===== src/rtl/sorter_pkg.sv =====
package sorter_pkg;

  localparam int LANES = 4;
  localparam int PAIRS = LANES - 1;

  typedef enum logic [1:0] {
    ST_IDLE,
    ST_SWAP,
    ST_REFRESH
  } sort_state_t;

  typedef enum logic [1:0] {
    SEL_HOLD,
    SEL_LOAD,
    SEL_UP,
    SEL_DOWN
  } lane_sel_t;

endpackage


===== src/rtl/sorter_cmp.sv =====
module sorter_cmp #(
  parameter int WIDTH = 4
) (
  input  logic [WIDTH-1:0] lo_val,
  input  logic [WIDTH-1:0] hi_val,
  output logic             inverted
);

  // Strictly greater: ties count as ordered, which keeps equal keys in place.
  assign inverted = (lo_val > hi_val);

endmodule


===== src/rtl/sorter_lane.sv =====
module sorter_lane
  import sorter_pkg::*;
#(
  parameter int WIDTH = 4
) (
  input  logic             clk,
  input  logic             rst,
  input  lane_sel_t        sel,
  input  logic [WIDTH-1:0] load_val,
  input  logic [WIDTH-1:0] up_val,
  input  logic [WIDTH-1:0] down_val,
  output logic [WIDTH-1:0] q
);

  always_ff @(posedge clk) begin
    if (rst) begin
      q <= '0;
    end else begin
      case (sel)
        SEL_LOAD: q <= load_val;
        SEL_UP:   q <= up_val;
        SEL_DOWN: q <= down_val;
        default:  q <= q;
      endcase
    end
  end

endmodule


===== src/rtl/sorter_ctrl.sv =====
module sorter_ctrl
  import sorter_pkg::*;
(
  input  logic             clk,
  input  logic             rst,
  input  logic             start,
  input  logic [PAIRS-1:0] inverted,
  output lane_sel_t        sel [LANES],
  output logic             use_input,
  output logic             busy,
  output logic             done
);

  sort_state_t      state;
  logic [PAIRS-1:0] flag_q;
  logic             even_q;
  logic [PAIRS-1:0] even_mask;
  logic [PAIRS-1:0] odd_mask;
  logic [PAIRS-1:0] swap_en;
  logic             accept;

  always_comb begin
    for (int p = 0; p < PAIRS; p++) begin
      even_mask[p] = ((p & 1) == 0);
      odd_mask[p]  = ((p & 1) == 1);
    end
  end

  assign accept    = (state == ST_IDLE) && start;
  assign use_input = (state == ST_IDLE);
  assign busy      = (state != ST_IDLE);
  assign swap_en   = (state == ST_SWAP) ? (flag_q & (even_q ? even_mask : odd_mask)) : '0;

  // Pairs within one step are disjoint, so no lane gets two selects.
  always_comb begin
    for (int l = 0; l < LANES; l++) begin
      sel[l] = accept ? SEL_LOAD : SEL_HOLD;
    end
    for (int p = 0; p < PAIRS; p++) begin
      if (swap_en[p]) begin
        sel[p]   = SEL_UP;
        sel[p+1] = SEL_DOWN;
      end
    end
  end

  always_ff @(posedge clk) begin
    if (rst) begin
      state  <= ST_IDLE;
      flag_q <= '0;
      even_q <= 1'b1;
      done   <= 1'b0;
    end else begin
      case (state)
        ST_IDLE: begin
          if (start) begin
            flag_q <= inverted;
            even_q <= 1'b1;
            done   <= 1'b0;
            state  <= ST_SWAP;
          end
        end
        ST_SWAP: begin
          if (flag_q == '0) begin
            done  <= 1'b1;
            state <= ST_IDLE;
          end else begin
            even_q <= ~even_q;
            state  <= ST_REFRESH;
          end
        end
        ST_REFRESH: begin
          flag_q <= inverted;
          if (inverted == '0) begin
            done  <= 1'b1;
            state <= ST_IDLE;
          end else begin
            state <= ST_SWAP;
          end
        end
        default: state <= ST_IDLE;
      endcase
    end
  end

endmodule


===== src/rtl/quad_sorter.sv =====
module quad_sorter
  import sorter_pkg::*;
#(
  parameter int WIDTH = 4
) (
  input  logic             clk,
  input  logic             rst,
  input  logic             start,
  input  logic [WIDTH-1:0] din0,
  input  logic [WIDTH-1:0] din1,
  input  logic [WIDTH-1:0] din2,
  input  logic [WIDTH-1:0] din3,
  output logic [WIDTH-1:0] dout0,
  output logic [WIDTH-1:0] dout1,
  output logic [WIDTH-1:0] dout2,
  output logic [WIDTH-1:0] dout3,
  output logic             done
);

  logic [WIDTH-1:0] in_v  [LANES];
  logic [WIDTH-1:0] cur_v [LANES];
  logic [WIDTH-1:0] opnd  [LANES];
  lane_sel_t        sel   [LANES];
  logic [PAIRS-1:0] inverted;
  logic             use_input;
  logic             busy;

  assign in_v[0] = din0;
  assign in_v[1] = din1;
  assign in_v[2] = din2;
  assign in_v[3] = din3;

  assign dout0 = cur_v[0];
  assign dout1 = cur_v[1];
  assign dout2 = cur_v[2];
  assign dout3 = cur_v[3];

  for (genvar g = 0; g < LANES; g++) begin : g_lane
    logic [WIDTH-1:0] up_src;
    logic [WIDTH-1:0] down_src;

    if (g == LANES - 1) begin : g_top_edge
      assign up_src = cur_v[g];
    end else begin : g_top_mid
      assign up_src = cur_v[g+1];
    end

    if (g == 0) begin : g_bot_edge
      assign down_src = cur_v[g];
    end else begin : g_bot_mid
      assign down_src = cur_v[g-1];
    end

    // Comparators see the incoming values at load time, the lanes otherwise.
    assign opnd[g] = use_input ? in_v[g] : cur_v[g];

    sorter_lane #(.WIDTH(WIDTH)) u_lane (
      .clk      (clk),
      .rst      (rst),
      .sel      (sel[g]),
      .load_val (in_v[g]),
      .up_val   (up_src),
      .down_val (down_src),
      .q        (cur_v[g])
    );
  end

  for (genvar p = 0; p < PAIRS; p++) begin : g_pair
    sorter_cmp #(.WIDTH(WIDTH)) u_cmp (
      .lo_val   (opnd[p]),
      .hi_val   (opnd[p+1]),
      .inverted (inverted[p])
    );
  end

  sorter_ctrl u_ctrl (
    .clk       (clk),
    .rst       (rst),
    .start     (start),
    .inverted  (inverted),
    .sel       (sel),
    .use_input (use_input),
    .busy      (busy),
    .done      (done)
  );

endmodule


===== config.mk =====
export PLATFORM = sky130hd
export DESIGN_NAME = quad_sorter
export DESIGN_NICKNAME = d
export VERILOG_FILES = /design/src/rtl/sorter_pkg.sv /design/src/rtl/sorter_cmp.sv /design/src/rtl/sorter_lane.sv /design/src/rtl/sorter_ctrl.sv /design/src/rtl/quad_sorter.sv
export SDC_FILE = /design/constraint.sdc
export NUM_CORES = 1
export LEC_CHECK = 0
export ABC_AREA = 1
export BUFFER_PORTS_ARGS = -buffer_cell sky130_fd_sc_hd__buf_2
export CORE_MARGIN = 2
export CORE_UTILIZATION = 30
export DETAILED_ROUTE_END_ITERATION = 8
export MAX_ROUTING_LAYER = met4
export PLACE_DENSITY_LB_ADDON = 0.05
export SETUP_SLACK_MARGIN = 0.5
export SYNTH_ARGS = -nofsm -noshare
export SYNTH_HDL_FRONTEND = slang
export SYNTH_SLANG_ARGS = --single-unit
export TNS_END_PERCENT = 50

===== constraint.sdc =====
create_clock -name clk -period 3.1 [get_ports clk]
set_input_delay 0.62 -clock clk [delete_from_list [all_inputs] [get_ports clk]]
set_output_delay 0.62 -clock clk [all_outputs]
set_load 0.02 [all_outputs]

# After elaboration in Yosys (flattened, before gate mapping)
# Cells that the tools add are included.
# W data, S select, Z words.
[totals]
regBits = 23
in_bits = 19
out_inout_bits = 17
elab_cells = 70
[classes]
order_cmp = 3
eq_ne = 16
mux = 27
bitwise_logic = 2
n_reduce_logical = 14
[op_table]
columns = ["operator", "count"]
rows = [
  ["$mux W4", 7],
  ["$pmux W4 S3", 2],
  ["$pmux W4 S2", 2],
  ["$eq A2 B2 Y1 const B", 7],
  ["$gt A4 B4 Y1", 3],
  ["$eq A2 B1 Y1 const B", 5],
  ["$mux W3", 3],
  ["$reduce_bool A3 Y1", 3],
  ["$reduce_bool A2 Y1", 4],
  ["$mux W1", 7],
  ["$logic_not A3 Y1", 2],
  ["$ne A2 B2 Y1 const B", 3],
  ["$pmux W2 S3", 1],
  ["$pmux W3 S2", 1],
  ["$mux W2", 2],
  ["$reduce_and A4 Y1", 1],
  ["$and A3 B3 Y3", 1],
  ["$pmux W1 S3", 1],
  ["$reduce_and A3 Y1", 1],
  ["$logic_not A2 Y1", 1],
  ["$ne A2 B1 Y1 const B", 1],
  ["$pmux W1 S2", 1],
  ["$reduce_and A2 Y1", 1],
  ["$logic_and A1 B1 Y1", 1],
  ["$not A1 Y1", 1],
]

# Depth between registers and ports, before layout
[logic_depth]
word_depth = 8
ltp_mapped = 18
mapped_depth_nobuf = 16

# Cells and area by module
# A second synthesis with hierarchy kept.
[hier_totals]
cells_unflattened = 353
area_unflattened_um2 = 2110.8
[modules_own_cells]
columns = ["module", "instances", "cells_per_inst", "area_per_inst_um2", "seq_area_each_um2"]
rows = [
  ["sorter_lane", 4, 42, 261.5, 80.1],
  ["sorter_ctrl", 1, 76, 494.2, 140.1],
  ["sorter_cmp", 3, 19, 108.9, 0.0],
  ["quad_sorter", 1, 52, 244.0, 0.0],
]

# Worst setup path before layout
# Ideal clock, no wire load.
[synth_path]
kind = "register -> register"
from = "register u_ctrl.state[0]"
to = "register u_ctrl.done"
setup_time_ps = 132
arrival_ps = 2161
t_required_ps = 2968
path_slack_ps = 807
path_stages_with_launch = 16
path_buffers = 2
period_less_slack_ps = 2293
cell_sequence = "dfxtp_1 inv_1 ha_1 buf_6 clkbuf_1 o21ai_0 inv_1 ha_1 a21oi_1 o21ai_0 o21ai_0 nand3_2 nand2_2 nand2_1 nand2_1 a21oi_2"
[synth_between]
elab_chain_cells = 6
elab_cells_between_ends = 17
cone_classes = "3 x order compare; 5 x eq/ne; 5 x mux; 4 x reduce/logical"
[synth_lines]
columns = ["element", "line", "source"]
rows = [
  ["start, declared", "sorter_ctrl.sv:14", "sort_state_t state;"],
  ["start signal, assigned", "sorter_ctrl.sv:49", "state <= ST_IDLE;"],
  ["start signal, assigned", "sorter_ctrl.sv:60", "state <= ST_SWAP;"],
  ["start signal, assigned", "sorter_ctrl.sv:66", "state <= ST_IDLE;"],
  ["$logic_not A2 Y1", "sorter_ctrl.sv:30, sorter_ctrl.sv:54", ""],
  ["$mux W4", "quad_sorter.sv:55", "assign opnd[g] = use_input ? in_v[g] : cur_v[g];"],
  ["$gt A4 B4 Y1", "sorter_cmp.sv:10", "assign inverted = (lo_val > hi_val);"],
  ["$logic_not A3 Y1", "sorter_ctrl.sv:74", "if (inverted == '0) begin"],
  ["$ne A2 B1 Y1 (no line)", "--", ""],
  ["$reduce_and A4 Y1 (no line)", "--", ""],
  ["end signal, assigned", "sorter_ctrl.sv:59", "done <= 1'b0;"],
  ["end signal, assigned", "sorter_ctrl.sv:65", "done <= 1'b1;"],
  ["end signal, assigned", "sorter_ctrl.sv:75", "done <= 1'b1;"],
  ["end, declared", "sorter_ctrl.sv:11", "output logic done"],
]
# Parallel ways exist; a longest one is shown, timed or not.
# A chain may end at the register's enable or synchronous reset.

# Worst setup path after layout
# Ends and elaborated chain as after synthesis.

==> results.yml <==
power_and_ir_drop:
  pwr-share-comb: 0.572
  p_int_w: 0.000732
  p_sw_frac: 0.490
  switching_power_w: 0.000704
  power.density_mw_per_mm2: 690
  p_leak_nw: 1.04
  total_power_w: 0.00144
  power_frac_seq: 0.292
  power_frac_clock: 0.136
  vdd.ir_drop.worst_mv: 0.357
sta:
  clock_skew_ns: 0.00317
  timing.fmax_mhz: 414
  tightestPinTransition_ns: 0.483
  fin_setup_tns_ns: 0
  finalCritPeriodShare: 0.780
  hold_violations: 0
  slew_violations: 0
  rsz0062_at_grt: "false"
  fin_crit_ns: 2.42
  setup_viol: 0
  maxSlewHeadroom: 0.677
setup_path:
  cpMaxStageDelayCell: "ha_2"
  crit_chain: "inv_1 > ha_2 > nand2_1 > o21ai_1 > inv_1 > ha_1 > nand2_1 > o21ai_0 > nand3_2 > nand2_2 > nand2_1 > nand2_1 > a21oi_2"
  end_kind: "flop"
  crit_path_frequent_cell: "nand2_1"
  critical_path.max_fanout: 18
  rr_worst_depth: 13
  startpoint_type: "flop"
  slowest_delay_ns: 0.43
  cp.required_ns: 3.25
  critical_path_class: "reg2reg"
  worstPathArrival_ns: 2.57
floorplan:
  core_mm2: 0.00585
  die_height_um: 81.5
  io_pins: 36
  start_util: 0.308
  die_w_um: 81.5
  die_area_mm2: 0.00664
  row_count: 28
layout:
  area_growth_pct: 15.5
  fin_nets: 345
  drive_above_1_share: 0.215
  fillers: 666
  num_antenna_cells: 0
synthesis:
  yosys-top-cells-area: "dfxtp_1 26%, nand2_1 14%, inv_1 9.4%"
  netlist_area_mm2: 0.00180
  ys_warn_count: 0
  yosysTopAreaCell: "dfxtp_1"
  ys_seq_area_frac: 0.256
  postSynthCellCount: 279
  avgSynthCellArea_um2: 6.45
  synth_nets: 311
  ys_types: 30
  ys_seq_elements: 23
  synth_top_area_share: 0.256
global_route:
  grt_overflow: 0
  antenna_found_initial: 0
  grt_util_all_layers: 0.182
  first_global_vias: 1686
  grt_max_degree: 19
  grt_pass1_wl_um: 8910
placed_design:
  routabilityCongestion: 0.787
  port_buffers: 35
  hpwl_um: 4260
routing:
  first_pass_iters: 4
  drcViolationCount: 0
  ant_nets: 0
  wl_per_cell_um: 14.2
  drt-vias-per-instance: 4.66
  wl_um: 5510
  dr_total_vias: 1805
  drt-initial-drc-count: 76
cts:
  numClockSinks: 23
  clk_path_buf_depth: 2
  htreeDepth: 1
  clk_latency_ns: 0.27
  numCtsBuffers: 3
  root_buffer: "clkbuf_8"
  clkTransAtPathRegs_ns: 0.09
  cts_tree: "done"
  ctsHoldBuffers: 0
status:
  status: "finished clean"
min_path:
  worstHoldPathType: "reg2reg"
  hold_depth: 2
run:
  maxCapViolCount: 0
[registers in the layout, summed over array words and instances, names as in the netlist]
signal and count:
u_ctrl.even_q 1, g_lane.u_lane.q 16, u_ctrl.flag_q 3, u_ctrl.state 2, u_ctrl.done 1
[power by group through the flow]
| stage | Clock (W) | Combinational [W] | Sequential (W) |
|---|---|---|---|
| after floorplan | 0 | 0.000580 | 0.000461 |
| after global placement | 0 | 0.000824 | 0.000426 |
| after detailed placement | 0 | 0.000819 | 0.000426 |
| after CTS | 0.000209 | 0.000826 | 0.000419 |
| after global routing | 0.000223 | 0.000937 | 0.000429 |
| final | 0.000196 | 0.000821 | 0.000419 |
[final timing paths]
path | start | to | slack, ns
worst max-delay path | u_ctrl.state[0]$_SDFFE_PP0N_ | u_ctrl.done$_SDFFE_PP0P_ | 0.68
worst max register to register | u_ctrl.state[0]$_SDFFE_PP0N_ | u_ctrl.done$_SDFFE_PP0P_ | 0.68
worst min register to register | u_ctrl.done$_SDFFE_PP0P_ | u_ctrl.done$_SDFFE_PP0P_ | 0.47
worst min-delay path | u_ctrl.done$_SDFFE_PP0P_ | u_ctrl.done$_SDFFE_PP0P_ | 0.47
[worst max-delay path: cells and delay by family, from the launching register on]
family                     cells  cell delay (ns)
buffers and inverters          2             0.20
and+or+nand+nor                6             0.49
adders and majority gates      2             0.72
DFF                            1             0.36
AOI/OAI and AO/OA              3             0.54
[layer usage]
layer / global-route usage / up-vias / wire (um)
met1: 0.250 / 820 / 2760
li1: - / 964 / -
met3: 0.0297 / 2 / 135
met5: - / - / 0
met4: 0.0186 / 0 / 20
met2: 0.292 / 19 / 2590
[cell usage after synthesis]
cell,n
o22ai_1,3
nand3b_1,1
inv_1,45
inv_2,2
nor3_1,4
a31oi_1,6
nand3_2,2
nor2_2,2
o21bai_1,2
buf_6,1
nand3_1,5
o21ai_0,32
mux2i_1,1
nand2_1,68
a21oi_2,2
dfxtp_1,23
buf_4,1
nor3_2,1
nand2_4,3
inv_4,1
a211oi_1,4
or2_2,1
ha_1,13
a22oi_1,2
nand2_2,10
clkbuf_1,5
nor2_4,2
buf_8,1
a21oi_1,22
nor2_1,14
[final cells by class]
cell class / instances / area (um^2) / area share
Timing Repair Buffer: 37 / 190 / 0.0915
Sequential cell: 23 / 460 / 0.221
Clock buffer: 4 / 45.0 / 0.0217
Inverter: 48 / 183 / 0.0878
Multi-Input combinational cell: 200 / 1110 / 0.532
Tap cell: 75 / 93.8 / 0.0451
[placed cells by master (no fill, tap or decap), types with 3 or more instances in the layout]
master,netlist,layout
a211oi_1,4,4
a21oi_1,22,22
a31oi_1,6,6
buf_2,0,35
clkbuf_8,0,3
dfxtp_1,23,23
ha_1,13,12
inv_1,45,45
nand2_1,68,68
nand2_2,10,10
nand2_4,3,3
nand3_1,5,5
nor2_1,14,14
nor3_1,4,4
o21ai_0,32,31
o22ai_1,3,3
[per-stage QoR]
stage                     hold slack, ns  cells  setup slack (ns)   util  instance area, um^2
after global placement             0.455    383             0.546  0.347                 2030
after detailed placement           0.463    383             0.436  0.347                 2030
after global routing               0.490    387             0.516  0.355                 2080
after floorplan                    0.477    279             0.807      -                 1800
after CTS                          0.476    387             0.618  0.355                 2080
final                              0.471    387             0.684  0.355                 2080
[cell families after synthesis]
group / Yosys count / share of synthesized area
buffers and inverters: 56 / 0.131
adder cells (fa/ha/maj): 13 / 0.0903
multiplexers: 1 / 0.00556
AND/OR/NAND/NOR: 113 / 0.293
flip-flops: 23 / 0.256
AO/OA/AOI/OAI: 73 / 0.224
[repair_timing]
action | 4_1_cts | 5_1_grt
setup buffers | 0 | 0
cloned | 0 | 0
pin swaps | 0 | 0
resized for setup | 1 | 1
setup endpoints to repair | 2 | 2
Power figures use the tool's default switching activity.
